File: config.mk
export PLATFORM = sky130hd
export DESIGN_NAME = xlat_walker
export DESIGN_NICKNAME = d
export VERILOG_FILES = /design/src/rtl/xlat_pkg.sv /design/src/rtl/xlat_dpath.sv /design/src/rtl/xlat_ctrl.sv /design/src/rtl/xlat_walker.sv
export SDC_FILE = /design/constraint.sdc
export NUM_CORES = 1
export LEC_CHECK = 0
export BUFFER_PORTS_ARGS = -buffer_cell sky130_fd_sc_hd__buf_4
export CORE_ASPECT_RATIO = 2
export CORE_UTILIZATION = 53
export CTS_BUF_LIST = sky130_fd_sc_hd__clkbuf_8
export CTS_CLUSTER_DIAMETER = 60
export CTS_CLUSTER_SIZE = 25
export DETAILED_ROUTE_END_ITERATION = 8
export PLACE_DENSITY = 0.82
export SLEW_MARGIN = 20
export SYNTH_ARGS = -nofsm -noshare
export SYNTH_HDL_FRONTEND = slang
export SYNTH_SLANG_ARGS = --single-unit
File: constraint.sdc
create_clock -name clk -period 2 [get_ports clk]
set_input_delay 0.1 -clock clk [delete_from_list [all_inputs] [get_ports clk]]
set_output_delay 0.1 -clock clk [all_outputs]
set_load 0.02 [all_outputs]
File: src/rtl/xlat_pkg.sv
package xlat_pkg;
  localparam int VA_W        = 32;
  localparam int L1_IDX_W    = 12;
  localparam int L2_IDX_W    = 8;
  localparam int SUBPAGES    = 4;
  localparam int AP_W        = 2;
  localparam int AP_LSB      = 4;
  localparam int DOM_W       = 4;
  localparam int DOM_LSB     = 5;
  localparam int BUF_BIT     = 2;
  localparam int CACHE_BIT   = 3;
  localparam int WORD_LSB    = 2;
  localparam int LARGE_XTRA  = 4;

  localparam int SECT_OFF_W  = VA_W - L1_IDX_W;
  localparam int SMALL_OFF_W = SECT_OFF_W - L2_IDX_W;
  localparam int LARGE_OFF_W = SMALL_OFF_W + LARGE_XTRA;
  localparam int TTB_LSB     = L1_IDX_W + WORD_LSB;
  localparam int L2TB_LSB    = L2_IDX_W + WORD_LSB;
  localparam int SUB_SEL_W   = $clog2(SUBPAGES);

  localparam logic [1:0] TYPE_PTR   = 2'b01;
  localparam logic [1:0] TYPE_BLOCK = 2'b10;

  typedef struct packed {
    logic loadReq;
    logic passThru;
    logic loadSection;
    logic loadTable;
    logic loadSmall;
    logic loadLarge;
    logic setFault;
    logic faultLevel;
    logic selL2;
  } xlatStrobes_t;
endpackage

File: src/rtl/xlat_dpath.sv
module xlat_dpath
  import xlat_pkg::*;
(
  input  logic                  clk,
  input  logic                  rstN,
  input  xlatStrobes_t          stb,
  input  logic [VA_W-1:0]       reqVaddr,
  input  logic [VA_W-1:0]       reqBase,
  input  logic [VA_W-1:0]       memRspData,
  output logic [VA_W-1:0]       memAddr,
  output logic [1:0]            descType,
  output logic [VA_W-1:0]       rspPaddr,
  output logic                  rspBufferable,
  output logic                  rspCacheable,
  output logic [DOM_W-1:0]      rspDomain,
  output logic [AP_W-1:0]       rspPerm,
  output logic                  rspFault,
  output logic                  rspFaultLevel
);
  logic [VA_W-1:0]          vaReg;
  logic [VA_W-TTB_LSB-1:0]  baseHi;
  logic [VA_W-L2TB_LSB-1:0] l2Base;
  logic [DOM_W-1:0]         l1Dom;
  logic [AP_W-1:0]          apField [SUBPAGES];
  logic [SUB_SEL_W-1:0]     smallSel, largeSel;

  for (genvar g = 0; g < SUBPAGES; g++) begin : g_ap
    assign apField[g] = memRspData[AP_LSB + g*AP_W +: AP_W];
  end

  assign smallSel = vaReg[SMALL_OFF_W-1 -: SUB_SEL_W];
  assign largeSel = vaReg[LARGE_OFF_W-1 -: SUB_SEL_W];
  assign descType = memRspData[1:0];

  always_comb begin
    if (stb.selL2)
      memAddr = {l2Base, vaReg[SECT_OFF_W-1 -: L2_IDX_W], {WORD_LSB{1'b0}}};
    else
      memAddr = {baseHi, vaReg[VA_W-1 -: L1_IDX_W], {WORD_LSB{1'b0}}};
  end

  always_ff @(posedge clk or negedge rstN) begin
    if (!rstN) begin
      vaReg         <= '0;
      baseHi        <= '0;
      l2Base        <= '0;
      l1Dom         <= '0;
      rspPaddr      <= '0;
      rspBufferable <= 1'b0;
      rspCacheable  <= 1'b0;
      rspDomain     <= '0;
      rspPerm       <= '0;
      rspFault      <= 1'b0;
      rspFaultLevel <= 1'b0;
    end else begin
      if (stb.loadReq) begin
        vaReg         <= reqVaddr;
        baseHi        <= reqBase[VA_W-1:TTB_LSB];
        rspPaddr      <= stb.passThru ? reqVaddr : '0;
        rspBufferable <= 1'b0;
        rspCacheable  <= 1'b0;
        rspDomain     <= '0;
        rspPerm       <= '0;
        rspFault      <= 1'b0;
        rspFaultLevel <= 1'b0;
      end
      if (stb.loadSection) begin
        rspPaddr      <= {memRspData[VA_W-1:SECT_OFF_W], vaReg[SECT_OFF_W-1:0]};
        rspBufferable <= memRspData[BUF_BIT];
        rspCacheable  <= memRspData[CACHE_BIT];
        rspDomain     <= memRspData[DOM_LSB +: DOM_W];
        rspPerm       <= apField[SUBPAGES-1];
      end
      if (stb.loadTable) begin
        l2Base <= memRspData[VA_W-1:L2TB_LSB];
        l1Dom  <= memRspData[DOM_LSB +: DOM_W];
      end
      if (stb.loadSmall) begin
        rspPaddr      <= {memRspData[VA_W-1:SMALL_OFF_W], vaReg[SMALL_OFF_W-1:0]};
        rspBufferable <= memRspData[BUF_BIT];
        rspCacheable  <= memRspData[CACHE_BIT];
        rspDomain     <= l1Dom;
        rspPerm       <= apField[smallSel];
      end
      if (stb.loadLarge) begin
        rspPaddr      <= {memRspData[VA_W-1:LARGE_OFF_W], vaReg[LARGE_OFF_W-1:0]};
        rspBufferable <= memRspData[BUF_BIT];
        rspCacheable  <= memRspData[CACHE_BIT];
        rspDomain     <= l1Dom;
        rspPerm       <= apField[largeSel];
      end
      if (stb.setFault) begin
        rspPaddr      <= '0;
        rspBufferable <= 1'b0;
        rspCacheable  <= 1'b0;
        rspDomain     <= '0;
        rspPerm       <= '0;
        rspFault      <= 1'b1;
        rspFaultLevel <= stb.faultLevel;
      end
    end
  end
endmodule

File: src/rtl/xlat_ctrl.sv
module xlat_ctrl
  import xlat_pkg::*;
(
  input  logic         clk,
  input  logic         rstN,
  input  logic         reqValid,
  input  logic         reqEnable,
  input  logic         memReqReady,
  input  logic         memRspValid,
  input  logic [1:0]   descType,
  output logic         reqReady,
  output logic         memReqValid,
  output logic         memRspReady,
  output logic         rspValid,
  output xlatStrobes_t stb
);
  typedef enum logic [2:0] {
    ST_IDLE, ST_L1REQ, ST_L1WAIT, ST_L2REQ, ST_L2WAIT, ST_DONE
  } walkState_t;

  walkState_t state, stateNxt;

  always_ff @(posedge clk or negedge rstN) begin
    if (!rstN) state <= ST_IDLE;
    else       state <= stateNxt;
  end

  always_comb begin
    stateNxt    = state;
    stb         = '0;
    reqReady    = 1'b0;
    memReqValid = 1'b0;
    memRspReady = 1'b0;
    rspValid    = 1'b0;
    unique case (state)
      ST_IDLE: begin
        reqReady = 1'b1;
        if (reqValid) begin
          stb.loadReq  = 1'b1;
          stb.passThru = !reqEnable;
          stateNxt     = reqEnable ? ST_L1REQ : ST_DONE;
        end
      end
      ST_L1REQ: begin
        memReqValid = 1'b1;
        if (memReqReady) stateNxt = ST_L1WAIT;
      end
      ST_L1WAIT: begin
        memRspReady = 1'b1;
        if (memRspValid) begin
          if (descType == TYPE_BLOCK) begin
            stb.loadSection = 1'b1;
            stateNxt        = ST_DONE;
          end else if (descType == TYPE_PTR) begin
            stb.loadTable = 1'b1;
            stateNxt      = ST_L2REQ;
          end else begin
            stb.setFault = 1'b1;
            stateNxt     = ST_DONE;
          end
        end
      end
      ST_L2REQ: begin
        stb.selL2   = 1'b1;
        memReqValid = 1'b1;
        if (memReqReady) stateNxt = ST_L2WAIT;
      end
      ST_L2WAIT: begin
        stb.selL2   = 1'b1;
        memRspReady = 1'b1;
        if (memRspValid) begin
          stateNxt = ST_DONE;
          if (descType == TYPE_BLOCK)      stb.loadSmall = 1'b1;
          else if (descType == TYPE_PTR)   stb.loadLarge = 1'b1;
          else begin
            stb.setFault   = 1'b1;
            stb.faultLevel = 1'b1;
          end
        end
      end
      ST_DONE: begin
        rspValid = 1'b1;
        stateNxt = ST_IDLE;
      end
      default: stateNxt = ST_IDLE;
    endcase
  end
endmodule

File: src/rtl/xlat_walker.sv
module xlat_walker
  import xlat_pkg::*;
(
  input  logic              clk,
  input  logic              rstN,
  input  logic              reqValid,
  output logic              reqReady,
  input  logic [VA_W-1:0]   reqVaddr,
  input  logic [VA_W-1:0]   reqBase,
  input  logic              reqEnable,
  output logic              memReqValid,
  input  logic              memReqReady,
  output logic [VA_W-1:0]   memAddr,
  input  logic              memRspValid,
  output logic              memRspReady,
  input  logic [VA_W-1:0]   memRspData,
  output logic              rspValid,
  output logic [VA_W-1:0]   rspPaddr,
  output logic              rspBufferable,
  output logic              rspCacheable,
  output logic [DOM_W-1:0]  rspDomain,
  output logic [AP_W-1:0]   rspPerm,
  output logic              rspFault,
  output logic              rspFaultLevel
);
  xlatStrobes_t stb;
  logic [1:0]   descType;

  xlat_ctrl u_ctrl (
    .clk(clk), .rstN(rstN), .reqValid(reqValid), .reqEnable(reqEnable),
    .memReqReady(memReqReady), .memRspValid(memRspValid), .descType(descType),
    .reqReady(reqReady), .memReqValid(memReqValid), .memRspReady(memRspReady),
    .rspValid(rspValid), .stb(stb)
  );

  xlat_dpath u_dpath (
    .clk(clk), .rstN(rstN), .stb(stb), .reqVaddr(reqVaddr), .reqBase(reqBase),
    .memRspData(memRspData), .memAddr(memAddr), .descType(descType),
    .rspPaddr(rspPaddr), .rspBufferable(rspBufferable), .rspCacheable(rspCacheable),
    .rspDomain(rspDomain), .rspPerm(rspPerm), .rspFault(rspFault),
    .rspFaultLevel(rspFaultLevel)
  );
endmodule

Word level (Yosys, flattened, before mapping) --
Cells that the tools add are included.
Word-level totals: register bits 121, output and inout bits 78
Operators by class: magnitude comparators 2, equality and inequality tests 12, mux-type cells 64, bitwise operators 2, reductions and logical operators 8
Operator list (count):
- $mux W32 | 7
- $mux W2 | 15
- $mux W3 | 9
- $mux W4 | 6
- $mux W1 | 23
- $pmux W3 S5 | 1
- $ne A2 B2 Y1 const B | 5
- $bmux W2 S2 | 2
- $eq A3 B2 Y1 const B | 2
- $eq A3 B3 Y1 const B | 2
- $ge A3 B3 Y1 const B | 2
- $not A2 Y3 | 2
- $reduce_or A2 Y1 | 3
- $reduce_and A5 Y1 | 1
- $reduce_bool A5 Y1 | 1
- $eq A3 B1 Y1 const B | 1
- $logic_not A3 Y1 | 1
- $eq A2 B1 Y1 const B | 1
- $eq A2 B2 Y1 const B | 1
- $pmux W1 S2 | 1
- $reduce_bool A2 Y1 | 1
- $logic_not A1 Y1 | 1

Logic depth before layout (Yosys ltp) --
Gate-level depths: netlist of run 1.
word-level depth 9, mapped depth 9

Cells and area by module --
A second synthesis of run 1 with hierarchy kept.
Second synthesis, totals: cells, all modules 477, area total of the unflattened synthesis 5750.5 µm²
Modules (own cells, without submodules):
- xlat_dpath | instances 1, cells each 435, area an instance 5398.9 µm², sequential area each 2952.8 µm²
- xlat_ctrl | instances 1, cells each 42, area an instance 351.6 µm², sequential area each 75.1 µm²

Least setup slack after synthesis of run 1 --
No wires, ideal clock.
kind register to register, start register u_ctrl.state[1], end register u_dpath.rspPaddr[10], arrival 1724 ps, path slack 201 ps, cell stages (with the launch flop) 9, cells stage by stage dfrtp_1 > buf_6 > or4b_4 > buf_6 > nor2_8 > buf_6 > buf_12 > a22oi_2 > o2bb2ai_2
On the way: longest elaborated chain between the ends 8, elaborated cells on any way between the ends 14, those cells by class eq/ne (2); mux (10); reduce/logical (2)
RTL lines:
- from (decl) | line xlat_ctrl.sv:21 | walkState_t state, stateNxt;
- from (signal assigned) | line xlat_ctrl.sv:25 | else state <= stateNxt;
- $logic_not A3 Y1 | line xlat_ctrl.sv:35 | unique case (state)
- $mux W2 | line xlat_ctrl.sv:35
- $mux W32 | line xlat_dpath.sv:59 | rspPaddr <= stb.passThru ? reqVaddr : '0;
- $mux W32 | line xlat_dpath.sv:56 | if (stb.loadReq) begin
- $mux W32 | line xlat_dpath.sv:67 | if (stb.loadSection) begin
- $mux W32 | line xlat_dpath.sv:78 | if (stb.loadSmall) begin
- $mux W32 | line xlat_dpath.sv:85 | if (stb.loadLarge) begin
- $mux W32 | line xlat_dpath.sv:92 | if (stb.setFault) begin
- to (signal assigned) | line xlat_dpath.sv:68 | rspPaddr <= {memRspData[VA_W-1:SECT_OFF_W], vaReg[SECT_OFF_W-1:0]};
- to (signal assigned) | line xlat_dpath.sv:79 | rspPaddr <= {memRspData[VA_W-1:SMALL_OFF_W], vaReg[SMALL_OFF_W-1:0]};
- to (signal assigned) | line xlat_dpath.sv:86 | rspPaddr <= {memRspData[VA_W-1:LARGE_OFF_W], vaReg[LARGE_OFF_W-1:0]};
- to (decl) | line xlat_dpath.sv:12 | output logic [VA_W-1:0] rspPaddr,
Several ways; a longest one is shown, not always the timed one. The select of a mux whose other input is x is not followed. A chain may end at the register's enable or synchronous reset.

Worst setup path in the final report of run 1 --
start register u_ctrl.state[1], end output port memAddr[6]
On the way: longest elaborated chain between the ends 4, elaborated cells on any way between the ends 5, those cells by class eq/ne (2); mux (2); reduce/logical (1)
RTL lines:
- $eq A3 B2 Y1 or $eq A3 B3 Y1 (tied branches) | line xlat_ctrl.sv:35
- $reduce_or A2 Y1 (no source line) (*)
- $mux W1 (*) | line xlat_ctrl.sv:35
- $mux W32 (*) | line xlat_dpath.sv:36 | if (stb.selL2)
- to (decl) | line xlat_walker.sv:13 | output logic [VA_W-1:0] memAddr,
Every way passes the cells marked *; elsewhere a longest branch is shown, timed or not.

==> results.txt, run 1 <==
max cap viols - 0
final period utilization - 111.6%
die height - 151.4 um
Lkg Pwr - 4.344 nW
Power, Total - 12.82 mW
Final Routed Wirelength - 20,260 um
sequential fraction of design power - 31.9%
Reg clk slew, reported paths - 0.07 ns
Worst-Margin Slew - 0.6702 ns
R2R cell count - 7
final worst path period need - 2.232 ns
Worst Clk Skew - 0.009202 ns
CTS Buf Count - 17
final core occ - 81.32%
unique cell type count in the Yosys netlist - 46
clk root buf - clkbuf_8
routability cong. - 0.8705
Synth Flop Type - dfrtp_1
DRC - 0
die area - 11,610 um^2
Layout Nets - 886
CTS H-tree depth - 4
Post-DRT Antenna Nets - 0
P_sw - 5.049 mW
Place WS - -0.02443 ns
final worst slack - -0.2323 ns
gr usage total - 36.11%
Rel. slew slack - 55.32%
Synth Warn # - 0
dpl hpwl - 11,380 um
post-synthesis cell count - 519
CP startpoint kind - register
Clock power frac - 17.7%
routed wire length per instance - 21.76 um
largest net degree at the start of global routing - 54
Mean Syn Cell Area - 11.40 um^2
CTS Sinks - 121
commonest non-fill, non-tap cell in the layout - buf_4
number of diodes - 0
row count - 54
failing checks - negative setup slack
PD cells - 1450 nW/um^2
vias in the first global route - 5,930
Vias/cell - 5.884
CP most frequent cell - buf_6
Vias - 5,478
Worst Path Required - 1.90 ns
Ports - 180
status - complete, but fails checks
IR drop worst, VDD - 946.8 uV
CTS tree - yes
Fin Setup TNS - -5.627 ns
Hold Path Cell Cnt - 4
Final Max Tran Viols - 0
core area - 10,880 um^2
First DRT Iteration DRCs - 450
Switching Share - 39.37%
worst-path cell chain - nor2b_4, buf_6, mux2i_4, buf_6, buf_12, mux2_4, buf_6
critical path's slowest cell - dfrtp_2
design internal power - 7.776 mW
share of layout cells above drive strength 1 - 42.73%
I/O Buffers - 163
Hold Vio Cnt, Final - 0
worst-case clock buffer depth - 2
Clk Latency, worst-skew pair - 0.43 ns
RSZ-0062 raised after global routing - true
number of synthesized flops with an enable pin - 0
Synth Register Bits - 121
crit-path max FO - 8
asr flop ratio synth - 100.0%
combinational share of power - 50.4%
post-synthesis cell area - 5914 um^2
share of the yosys chip area belonging to registers - 51.20%
global-route wire length before repair - 31,310 um
initial antenna violation count - 0
critical setup path kind - register to primary output
Initial Utilization - 54.37%
Worst Hold Class - input pin to register
Syn-to-layout area delta - 49.57%
CP arrival - 2.13 ns
CP peak stage delay - 0.41 ns
FILL cells - 572
Die X-Extent - 76.70 um
drt pass-1 iters - 5
most frequent cells in the layout - 170 x buf_4, 153 x nand2_1, 119 x dfrtp_1, 80 x dlygate4sd3_1, 37 x mux2_2
Critical Path Sink Type - primary output
total grt overflow - 0
fmax - 448.0 MHz
Setup violations, final - 31
==> cells in the mapped netlist (3+ instances only) <==
library cell  instances  area share (%)
o2bb2ai_1            22             3.3
o2bb2ai_2            16             4.1
buf_6                 9             1.7
nand2_1             153             9.7
mux4_2                4             1.5
a21oi_1               6            0.51
and2_1                3            0.32
dfrtp_1             121              51
inv_1                 6            0.38
nor2_1                8            0.51
o21a_1                5            0.63
buf_2                 8            0.68
ha_1                  3            0.63
o21ai_0               6            0.51
nand3_1               3            0.25
mux2_2               57              11
clkbuf_1             17             1.1
a222oi_1              4            0.68
a22oi_1              12             1.5
a22oi_2              20             4.2
nor2b_1               4            0.42
==> path summary, 6_finish.rpt <==
kind / startpoint / to / slack [ns]
min in group asynchronous: rstN / u_dpath.baseHi[3] / 0.21
max in group asynchronous: rstN / u_dpath.l2Base[13] / 1.02
max: u_ctrl.state[1] / memAddr[6] / -0.23
min reg2reg: u_dpath.rspFault / u_dpath.rspFault / 0.48
min: reqEnable / u_ctrl.state[2] / 0.06
max reg2reg: u_ctrl.state[2] / u_dpath.rspPaddr[31] / -0.05
==> state kept, by name, summed over array words and instances (netlist names) <==
name                   count
u_dpath.rspFault           1
u_dpath.vaReg             32
u_dpath.rspPaddr          32
u_dpath.baseHi            18
u_dpath.rspFaultLevel      1
u_dpath.rspPerm            2
u_dpath.l1Dom              4
u_ctrl.state               3
u_dpath.rspCacheable       1
u_dpath.rspBufferable      1
u_dpath.rspDomain          4
u_dpath.l2Base            22
==> timing repair <==
| action | 4_1_cts | 5_1_grt |
|---|---|---|
| endpoints found under the setup margin | 57 | 55 |
| hold buffers | 80 | 0 |
| setup buffers | 7 | 6 |
| hold endpoints to repair | 148 | 0 |
| resized for setup | 40 | 15 |
| gates cloned | 3 | 0 |
| pin swaps | 0 | 7 |
==> metal layers <==
metal	up-vias	track usage [%]	share of wire (%)
met5	-	0	0
met4	0	22.50	5.0
li1	2348	-	-
met1	2709	37.84	34
met2	347	65.45	55
met3	74	7.229	6.1
==> logic make-up (layout without fill, tap and decap cells) <==
| logic type | count (synthesis) | after routing | synth area share [%] |
|---|---|---|---|
| buf+inv | 45 | 316 | 5.035 |
| xor+xnor | 1 | 1 | 0.1481 |
| fa+ha+maj | 3 | 3 | 0.6347 |
| simple gates | 186 | 186 | 13.56 |
| compound gates | 99 | 99 | 16.65 |
| other cells | 1 | 2 | 0.06340 |
| mux | 63 | 63 | 12.71 |
| flops | 121 | 121 | 51.20 |
==> worst max-delay path, delay by kind of cell, from the launching register on <==
kind                   cells  cell delay [ns]
and+or+nand+nor            1             0.13
buffers and inverters      4             0.60
DFF                        1             0.41
muxes                      2             0.57
==> power groups by stage <==
stage	Sequential [mW]	Clock (mW)	Combinational [mW]
3_3_place_gp	3.98	0	5.29
2_1_floorplan	4.11	0	3.21
3_5_place_dp	4.03	0	5.43
4_1_cts	4.01	2.27	6.31
5_1_grt	4.16	2.39	6.82
6_report	4.09	2.27	6.46
==> area by class of cell <==
class,instances,area [um^2],area share [%]
Sequential cell,121,3030,34.26
Multi-Input combinational cell,354,2713,30.66
Timing Repair Buffer,281,2504,28.30
Clock buffer,20,275.3,3.112
Tap cell,140,175.2,1.980
Clock inverter,9,126.4,1.429
Inverter,6,22.52,0.2546
==> metrics by stage <==
| stage | instance area [um^2] | instances | hold WS [ns] |
|---|---|---|---|
| after floorplan | 5918 | 520 | -0.1956 |
| after global placement | 7325 | 809 | 0.1366 |
| after detailed placement | 7325 | 809 | 0.1391 |
| after CTS | 8810 | 928 | 0.03733 |
| after global routing | 8846 | 931 | 0.06950 |
| final | 8846 | 931 | 0.06208 |
Note: power is estimated with default switching activity, not from simulation.
==> run 2: changes to the inputs <==
Settings changed: CORE_UTILIZATION 53 to 58, PLACE_DENSITY 0.82 to 0.89.
Clock period 2 ns to 2.6 ns, I/O delays scaled along.
==> run 2 against run 1 <==
Compared with the run above: the run now ends clean; cell area is 4.5% lower; count of clock-buffer cells in the layout is 3 lower; register-to-register slack better by 0.17 ns; sequential share of layout area is 1.6 points higher; non-clock buffer count is 25 lower; die area is 8.5% lower; clock skew is 0.0039 ns higher; critical endpoint is now u_dpath.rspPaddr[0].
==> results.txt, run 2 (synthesis results as in run 1) <==
Ports - 180
routed wire length per instance - 22.74 um
worst-case clock buffer depth - 2
Worst-Margin Slew - 0.7668 ns
I/O Buffers - 163
IR drop worst, VDD - 832.7 uV
RSZ-0062 raised after global routing - false
Final Max Tran Viols - 0
CP arrival - 2.82 ns
total grt overflow - 0
Clk Latency, worst-skew pair - 0.43 ns
Worst Path Required - 2.94 ns
CTS tree - yes
Reg clk slew, reported paths - 0.08 ns
Setup Fix Bufs, Post-CTS - 0
Lkg Pwr - 4.100 nW
die height - 144.8 um
share of layout cells above drive strength 1 - 40.83%
DRC - 0
Hold Vio Cnt, Final - 0
Vias/cell - 6.090
largest registers - u_dpath.rspPaddr (32), u_dpath.vaReg (32), u_dpath.l2Base (22)
CP startpoint kind - register
Post-CTS Hold Fix Bufs - 79
final period utilization - 95.36%
gr usage total - 40.90%
Die X-Extent - 73.41 um
most frequent cells in the layout - 174 x buf_4, 153 x nand2_1, 121 x dfrtp_1, 79 x dlygate4sd3_1, 57 x mux2_2
vias in the first global route - 5,812
FILL cells - 479
Critical Path Sink Type - register
crit-path max FO - 16
number of diodes - 0
die area - 10,630 um^2
CTS Buf Count - 17
Worst Clk Skew - 0.01312 ns
Worst Hold Class - input pin to register
Initial Utilization - 60.19%
CTS H-tree depth - 4
fmax - 403.3 MHz
final worst path period need - 2.479 ns
dpl hpwl - 11,250 um
Power, Total - 9.498 mW
drt pass-1 iters - 5
initial antenna violation count - 0
core area - 9827 um^2
register area - 3028 um^2
First DRT Iteration DRCs - 577
Fin Setup TNS - 0 ns
CTS Sinks - 121
Final Routed Wirelength - 20,490 um
PostCTS Resize Cnt - 0
commonest non-fill, non-tap cell in the layout - buf_4
Syn-to-layout area delta - 42.78%
row count - 51
Layout Nets - 861
routability cong. - 0.8614
status - completed
Setup violations, final - 0
global-route wire length before repair - 31,120 um
clk root buf - clkbuf_8
Rel. slew slack - 48.88%
Vias - 5,487
critical setup path kind - register to register
PD cells - 1125 nW/um^2
largest net degree at the start of global routing - 64
area of the multi-input gates - 2613 um^2
max cap viols - 0
Post-DRT Antenna Nets - 0
==> run 2: final timing paths <==
| kind | start | end | slack (ns) | cells after the start |
|---|---|---|---|---|
| hold reg to reg | u_dpath.vaReg[20] | u_dpath.vaReg[20] | 0.48 | 2 |
| max in group asynchronous | rstN | u_dpath.vaReg[16] | 1.49 | 3 |
| setup / recovery | u_ctrl.state[1] | u_dpath.rspPaddr[0] | 0.12 | 6 |
| setup reg to reg | u_ctrl.state[1] | u_dpath.rspPaddr[0] | 0.12 | 6 |
| min in group asynchronous | rstN | u_dpath.rspPaddr[20] | 0.30 | 2 |
| hold / removal | memReqReady | u_ctrl.state[0] | 0.03 | 3 |
==> run 2: stage by stage <==
| stage | utilization, % | instances | worst slack (ns) | instance area [um^2] | hold WS [ns] |
|---|---|---|---|---|---|
| after floorplan | - | 520 | 0.8009 | 5918 | -0.1656 |
| after global placement | 73.21 | 790 | 0.4114 | 7194 | 0.2376 |
| after detailed placement | 73.21 | 790 | 0.2774 | 7194 | 0.2382 |
| after CTS | 85.93 | 901 | 0.2158 | 8444 | 0.01956 |
| after global routing | 85.93 | 901 | 0.04528 | 8444 | 0.03123 |
| final | 85.93 | 901 | 0.1207 | 8444 | 0.03494 |
==> run 2: final cells by class <==
class	instances	area share (%)
sequential	121	35.86
multi-input combinational	354	30.94
timing repair buffer	256	25.54
clock buffer	17	2.771
clock inverter	15	2.667
tap	132	1.956
inverter	6	0.2667
==> run 2: power by group <==
| part | leakage [nW] | internal, mW | switching [mW] |
|---|---|---|---|
| Sequential | 1.58 | 2.59 | 0.594 |
| Clock | 0.230 | 1.15 | 0.820 |
| Combinational | 2.29 | 1.90 | 2.46 |
==> run 2: critical path, stage by stage (launching register included) <==
cell	delay [ns]
dfrtp_1	0.64
nor2b_2	0.40
or2_1	0.21
a31o_4	0.37
buf_4	0.34
a22oi_1	0.16
o2bb2ai_1	0.26
==> run 2: routing by layer <==
metal,global-route usage [%],part of all wire (%),vias up
met5,0,0,-
met4,26.11,6.2,0
met3,9.280,6.1,111
met2,71.59,54,366
met1,43.27,33,2712
li1,-,-,2298
